--- config.mk ---
export PLATFORM = sky130hd
export DESIGN_NAME = ser_word_loader
export DESIGN_NICKNAME = d
export VERILOG_FILES = /design/src/rtl/ser_ld_pkg.sv /design/src/rtl/sld_sync_edge.sv /design/src/rtl/sld_shift_cnt.sv /design/src/rtl/sld_addr_dec.sv /design/src/rtl/sld_reg_bank.sv /design/src/rtl/ser_word_loader.sv
export SDC_FILE = /design/constraint.sdc
export NUM_CORES = 1
export LEC_CHECK = 0
export BUFFER_PORTS_ARGS = -buffer_cell sky130_fd_sc_hd__buf_2
export CAP_MARGIN = 20
export CELL_PAD_IN_SITES_DETAIL_PLACEMENT = 1
export CELL_PAD_IN_SITES_GLOBAL_PLACEMENT = 2
export CORE_ASPECT_RATIO = 0.8
export CORE_UTILIZATION = 30
export CTS_CLUSTER_DIAMETER = 200
export DETAILED_ROUTE_END_ITERATION = 6
export PLACE_DENSITY = 0.81
export SETUP_SLACK_MARGIN = 0.05
export SLEW_MARGIN = 10
export SYNTH_ARGS = -nofsm -noshare
export SYNTH_HDL_FRONTEND = slang
export SYNTH_SLANG_ARGS = --single-unit
--- constraint.sdc ---
create_clock -name clk -period 1.9 [get_ports clk]
set_clock_uncertainty 0.15 [all_clocks]
set_input_delay 0.095 -clock clk [delete_from_list [all_inputs] [get_ports clk]]
set_output_delay 0.095 -clock clk [all_outputs]
set_load 0.005 [all_outputs]
--- src/rtl/ser_ld_pkg.sv ---
package ser_ld_pkg;

    localparam int WORD_W   = 24;
    localparam int NUM_REGS = 4;
    localparam int FRAC_W   = WORD_W - 2;
    localparam int CNT_W    = $clog2(WORD_W + 1);
    localparam int SEL_W    = $clog2(NUM_REGS);

    typedef logic [WORD_W-1:0] word_t;

    typedef enum logic [SEL_W-1:0] {
        SEL_A = 2'd0,
        SEL_B = 2'd1,
        SEL_C = 2'd2,
        SEL_D = 2'd3
    } reg_sel_e;

    typedef struct packed {
        logic     valid;
        reg_sel_e sel;
    } addr_dec_t;

    // Variable-length address: two top bits pick A/B/C, a third bit qualifies D.
    function automatic addr_dec_t decode_addr(input logic [2:0] top);
        addr_dec_t d;
        d.valid = 1'b1;
        unique case (top[2:1])
            2'b00:   d.sel = SEL_A;
            2'b01:   d.sel = SEL_B;
            2'b10:   d.sel = SEL_C;
            default: begin
                d.sel   = SEL_D;
                d.valid = ~top[0];
            end
        endcase
        return d;
    endfunction

    // Power-up contents of each control register.
    function automatic word_t reset_word(input int idx);
        word_t w;
        case (idx)
            0:       w = 24'h035BA7;
            1:       w = 24'h400000;
            2:       w = 24'h800000;
            default: w = 24'hC00000;
        endcase
        return w;
    endfunction

endpackage

--- src/rtl/sld_sync_edge.sv ---
module sld_sync_edge #(
    parameter int STAGES = 2
) (
    input  logic clk,
    input  logic rst,
    input  logic async_i,
    output logic level_o,
    output logic rise_o
);
    logic [STAGES-1:0] chain_q;
    logic              prev_q;

    always_ff @(posedge clk) begin
        if (rst) begin
            chain_q <= '0;
            prev_q  <= 1'b0;
        end else begin
            chain_q <= {chain_q[STAGES-2:0], async_i};
            prev_q  <= chain_q[STAGES-1];
        end
    end

    assign level_o = chain_q[STAGES-1];
    assign rise_o  = chain_q[STAGES-1] & ~prev_q;

    AST_RISE_SINGLE: assert property (@(posedge clk) disable iff (rst)
        rise_o |=> !rise_o);

endmodule

--- src/rtl/sld_shift_cnt.sv ---
module sld_shift_cnt
    import ser_ld_pkg::*;
(
    input  logic             clk,
    input  logic             rst,
    input  logic             shift_i,
    input  logic             bit_i,
    input  logic             clear_i,
    output word_t            word_o,
    output logic [CNT_W-1:0] cnt_o
);
    localparam logic [CNT_W-1:0] CNT_MAX = '1;

    word_t            sreg_q;
    logic [CNT_W-1:0] cnt_q;

    // Right shift: the oldest bit walks down to bit 0 after WORD_W shifts.
    always_ff @(posedge clk) begin
        if (rst) begin
            sreg_q <= '0;
        end else if (shift_i) begin
            sreg_q <= {bit_i, sreg_q[WORD_W-1:1]};
        end
    end

    // Saturating edge counter so an overlong burst never aliases to a full word.
    always_ff @(posedge clk) begin
        if (rst || clear_i) begin
            cnt_q <= '0;
        end else if (shift_i && cnt_q != CNT_MAX) begin
            cnt_q <= cnt_q + 1'b1;
        end
    end

    assign word_o = sreg_q;
    assign cnt_o  = cnt_q;

    AST_CNT_CLEAR: assert property (@(posedge clk) disable iff (rst)
        clear_i |=> (cnt_o == '0));

    AST_CNT_SAT_HOLD: assert property (@(posedge clk) disable iff (rst)
        (cnt_o == CNT_MAX && !clear_i) |=> (cnt_o == CNT_MAX));

endmodule

--- src/rtl/sld_addr_dec.sv ---
module sld_addr_dec
    import ser_ld_pkg::*;
(
    input  word_t               word_i,
    input  logic [CNT_W-1:0]    cnt_i,
    input  logic                load_i,
    output logic [NUM_REGS-1:0] wr_en_o,
    output word_t               wr_data_o
);
    localparam logic [CNT_W-1:0] FULL_CNT = CNT_W'(WORD_W);

    addr_dec_t dec;
    logic      commit;

    always_comb begin
        dec     = decode_addr(word_i[WORD_W-1 -: 3]);
        commit  = load_i && (cnt_i == FULL_CNT) && dec.valid;
        wr_en_o = '0;
        if (commit) begin
            wr_en_o[dec.sel] = 1'b1;
        end
    end

    assign wr_data_o = word_i;

endmodule

--- src/rtl/sld_reg_bank.sv ---
module sld_reg_bank
    import ser_ld_pkg::*;
(
    input  logic                            clk,
    input  logic                            rst,
    input  logic [NUM_REGS-1:0]             wr_en_i,
    input  word_t                           wr_data_i,
    output logic [NUM_REGS-1:0][WORD_W-1:0] regs_o,
    output logic [NUM_REGS-1:0]             upd_o
);
    for (genvar g = 0; g < NUM_REGS; g++) begin : g_reg
        localparam word_t INIT = reset_word(g);
        word_t val_q;
        logic  upd_q;

        always_ff @(posedge clk) begin
            if (rst) begin
                val_q <= INIT;
                upd_q <= 1'b0;
            end else begin
                upd_q <= wr_en_i[g];
                if (wr_en_i[g]) begin
                    val_q <= wr_data_i;
                end
            end
        end

        assign regs_o[g] = val_q;
        assign upd_o[g]  = upd_q;
    end

    AST_D_ADDR: assert property (@(posedge clk) disable iff (rst)
        upd_o[3] |-> (regs_o[3][WORD_W-1 -: 3] == 3'b110));

endmodule

--- src/rtl/ser_word_loader.sv ---
module ser_word_loader
    import ser_ld_pkg::*;
#(
    parameter int SYNC_STAGES = 2
) (
    input  logic              clk,
    input  logic              rst,
    input  logic              ser_clk,
    input  logic              ser_dat,
    input  logic              ser_ld,
    output logic [WORD_W-1:0] reg_a_o,
    output logic [WORD_W-1:0] reg_b_o,
    output logic [WORD_W-1:0] reg_c_o,
    output logic [WORD_W-1:0] reg_d_o,
    output logic [FRAC_W-1:0] frac_o,
    output logic [3:0]        upd_o
);
    localparam int NUM_LINES = 3;
    localparam int L_CLK = 0;
    localparam int L_DAT = 1;
    localparam int L_LD  = 2;

    logic [NUM_LINES-1:0] raw_in;
    logic [NUM_LINES-1:0] lvl;
    logic [NUM_LINES-1:0] rise;

    assign raw_in = {ser_ld, ser_dat, ser_clk};

    for (genvar g = 0; g < NUM_LINES; g++) begin : g_sync
        sld_sync_edge #(.STAGES(SYNC_STAGES)) u_sync (
            .clk     (clk),
            .rst     (rst),
            .async_i (raw_in[g]),
            .level_o (lvl[g]),
            .rise_o  (rise[g])
        );
    end

    word_t                           sh_word;
    logic [CNT_W-1:0]                sh_cnt;
    logic [NUM_REGS-1:0]             wr_en;
    word_t                           wr_data;
    logic [NUM_REGS-1:0][WORD_W-1:0] regs;
    logic [NUM_REGS-1:0]             upd;

    sld_shift_cnt u_shift (
        .clk     (clk),
        .rst     (rst),
        .shift_i (rise[L_CLK]),
        .bit_i   (lvl[L_DAT]),
        .clear_i (rise[L_LD]),
        .word_o  (sh_word),
        .cnt_o   (sh_cnt)
    );

    sld_addr_dec u_dec (
        .word_i    (sh_word),
        .cnt_i     (sh_cnt),
        .load_i    (rise[L_LD]),
        .wr_en_o   (wr_en),
        .wr_data_o (wr_data)
    );

    sld_reg_bank u_bank (
        .clk       (clk),
        .rst       (rst),
        .wr_en_i   (wr_en),
        .wr_data_i (wr_data),
        .regs_o    (regs),
        .upd_o     (upd)
    );

    assign reg_a_o = regs[SEL_A];
    assign reg_b_o = regs[SEL_B];
    assign reg_c_o = regs[SEL_C];
    assign reg_d_o = regs[SEL_D];
    assign frac_o  = regs[SEL_A][FRAC_W-1:0];
    assign upd_o   = upd;

    AST_UPD_ONEHOT: assert property (@(posedge clk) disable iff (rst)
        $onehot0(upd_o));

    AST_UPD_SINGLE: assert property (@(posedge clk) disable iff (rst)
        (|upd_o) |=> (upd_o == '0));

    AST_A_STABLE: assert property (@(posedge clk) disable iff (rst)
        !upd_o[0] |-> $stable(reg_a_o));

    AST_WRITE_FULL_CNT: assert property (@(posedge clk) disable iff (rst)
        (|upd_o) |-> ($past(sh_cnt) == CNT_W'(WORD_W)));

    AST_A_TOP_ZERO: assert property (@(posedge clk) disable iff (rst)
        reg_a_o[WORD_W-1 -: 2] == 2'b00);

endmodule

==> impl_results.md <==
- Die width: between 150 and 200 um
- Clock Path Buffers: 2
- Fin nets: 653
- Rows: 43
- Non-Filler Instances: 882
- Syn Std Cell Area: 5430 um^2
- Initial DRC Count: 202
- Num CTS Buffers: 17
- Sequential area share after synthesis: 50.5%
- Critical Path RT: 2.09 ns
- Via Count: 4011
- Pleak: 3.01 nW
- CP max FO: 7
- WP buf/inv: 4
- Root Buffer: clkbuf_16
- Overall Power: 6.25 mW
- Filler instances: 1987
- Clock slew at reported path FFs: around 0.060 ns
- Status: complete, but fails checks
- DP HPWL: 10100 um
- Post-DRT Antenna Nets: 0
- Final Max Tran Viols: 0
- CP Class: reg2reg
- Clk_lat worst skew: ~0.42 ns
- Crit path capture type: flip-flop
- TNS Setup: 0 ns
- CP max-delay cell: dfxtp_2
- Final Setup Violations: 0
- Max-cap check violation count: 0
- Post-synth EDFFs: 0
- Power density over the cells: 914 nW/um^2
- Synth Flop Type: dfxtp_1
- Hold crit path type: in2reg
- Post-Syn Instances: 539
- Wl on met1: 6940 um
- Core area: between 15000 and 20000 um^2
- Synthesis-to-finish area growth: 25.9%
- Placed Instance Area: 6130 um^2
- GPL Wtd Cong: 0.718
- F_max: 555 MHz
- DR top layer: met4
- DR WL met3: 600 um
- GRT Residual Overflow: 0
- Synth cell types: 32
- Maximum vdd ir drop: a little over 500 uV
- Die Y: 122 um
- Critical Path AT: 2.00 ns
- Startpoint types: flip-flop
- Final hold slack: about 0.11 ns
- FF/Latch Area: between 2000 and 3000 um^2
- Synth Warn #: 0
- First-pass GRT wire length: 22200 um
- RSZ-0062 raised after global routing: false
- # IOs: between 100 and 150
- Vias in the first global route: 4050
- Rel. slew slack: 62.9%
- Clock sinks: 137
- Slowest stage delay, CP: ~0.33 ns
- WL met2: ~6700 um
- Hold Vio Cnt, Final: 0
- Total wire length: 14500 um
- Initial antenna violation count: 0
- Post-route cell area: 6840 um^2
- Die area: about 19000 um^2
- DRC viols: 12
- CP delay by family, top: buffers and inverters
- Total Routing Usage GR: about 16%
- Final worst path period share: 94.9%
- Average cell area after synthesis: 10.1 um^2
- H-tree Lvls: 4
- Post-DR vias/cell: 4.55
- Routed length per instance: 16.4 um
- Synthesized Nets: 547
- Multi-input logic area: 2340 um^2
- CTS tree: yes
- Actual slew at the worst max-slew pin: 0.556 ns
- TritonRoute pass-1 iters: 7
- Fraction of layout cells with a size suffix above 1: 29.4%
- Post-layout minimum cycle time: about 1.8 ns
- Cells after DPL: 845
- Failing checks: DRC
- FF+latch count, synth: 137
- Port Buffer Count: 126
- Worst path cell trace: inv_2 > ha_4 > nand4b_4 > buf_6 > nor4_4 > buf_4 > buf_8 > mux2i_1
- Async SR Flop Fraction: 0%
- Antenna cell count: 0
- Starting density of the core: 30.9%
- Largest net degree at the start of global routing: 65
-- routing by layer --
metal | vias up | track usage (%)
met5 | - | 0
met4 | 0 | 6.44
met3 | 16 | 3.99
met2 | 94 | 25.7
met1 | 1952 | 20.3
li1 | 1949 | -
-- placed cells by master (no fill, tap or decap), drive strengths merged, types with 2 or more instances in the layout --
cell type      n
a21oi         27
buf          146
bufinv         2
clkbuf        22
clkinv         6
dfxtp        137
dlygate4sd3    3
ha             3
inv            3
mux2i         87
nand2         50
nand2b       101
nor2          26
nor2b          9
nor3           5
nor3b          5
nor4           2
o21ai          2
or3            6
or4            2
xnor2          2
-- path summary, 6_finish.rpt --
path | slack (ns) | depth (start not counted) | end | from
max reg2reg | 0.1 | 8 | u_bank.g_reg[0].val_q[5]$_SDFFE_PP1P_ | u_shift.cnt_o[1]$_SDFFE_PP0P_
max | 0.1 | 8 | u_bank.g_reg[0].val_q[5]$_SDFFE_PP1P_ | u_shift.cnt_o[1]$_SDFFE_PP0P_
min | 0.11 | 2 | u_bank.g_reg[2].upd_q$_SDFF_PP0_ | rst
min reg2reg | 0.29 | 1 | u_bank.g_reg[3].val_q[22]$_SDFFE_PP1P_ | u_bank.g_reg[3].val_q[22]$_SDFFE_PP1P_
-- sequential cells by signal (all words and copies together) (netlist names) --
signal                 count
u_bank.g.upd_q             4
u_shift.word_o            24
g_sync.u_sync.prev_q       2
u_bank.g.val_q            96
u_shift.cnt_o              5
g_sync.u_sync.chain_q      6
-- cell families after synthesis --
group,Yosys count,share of synthesized area (%)
simple gates,214,21.8
xor+xnor,2,0.323
compound gates,31,2.95
fa+ha+maj,3,0.692
flops,137,50.5
buf+inv,65,7.63
mux,87,16.0
-- final cells by class --
class | count | share of cell area [%]
clock buffer | 22 | 6.94
clock inverter | 9 | 1.43
inverter | 3 | 0.165
multi-input combinational | 337 | 34.2
sequential | 137 | 40.2
tap | 225 | 4.12
timing repair buffer | 149 | 12.9
-- cell usage after synthesis (2+ instances only) --
library cell	instances	area (um^2)
o21ai_0	2	10.0
inv_1	3	11.3
xnor2_1	2	17.5
mux2i_1	87	871
nor2b_1	9	56.3
nor2_1	26	97.6
buf_12	2	40.0
or4_1	2	15.0
nor3_1	5	25.0
buf_2	2	10.0
or3_1	6	37.5
nand2b_1	100	626
a21oi_1	27	135
clkbuf_1	25	93.8
dfxtp_1	137	2740
buf_6	3	33.8
nor4_1	2	12.5
nor3b_1	5	37.5
ha_1	3	37.5
nand2_1	50	188
buf_4	30	225
-- power by group --
part,total [mW],switching [mW],leakage (nW),internal (mW)
clock,3.21,1.20,0.285,2.01
sequential,2.89,0.00648,1.11,2.88
combinational,0.146,0.0777,1.62,0.0679
-- through the flow --
stage          worst slack [ns]  utilization, %
2_1_floorplan             0.155               -
3_3_place_gp              0.109            35.0
3_5_place_dp            -0.0688            35.0
4_1_cts                  0.0241            38.6
5_1_grt                  0.0179            39.0
6_report                 0.0969            39.0
-- timing repair --
action / 4_1_cts / 5_1_grt
setup endpoints to repair: 20 / 53
resized for setup: 6 / 15
cloned: 1 / 0
hold endpoints to repair: 3 / 0
hold buffers: 3 / 0
pin swaps: 0 / 2
setup buffers: 0 / 2
Note: power is estimated with default switching activity, not from simulation.
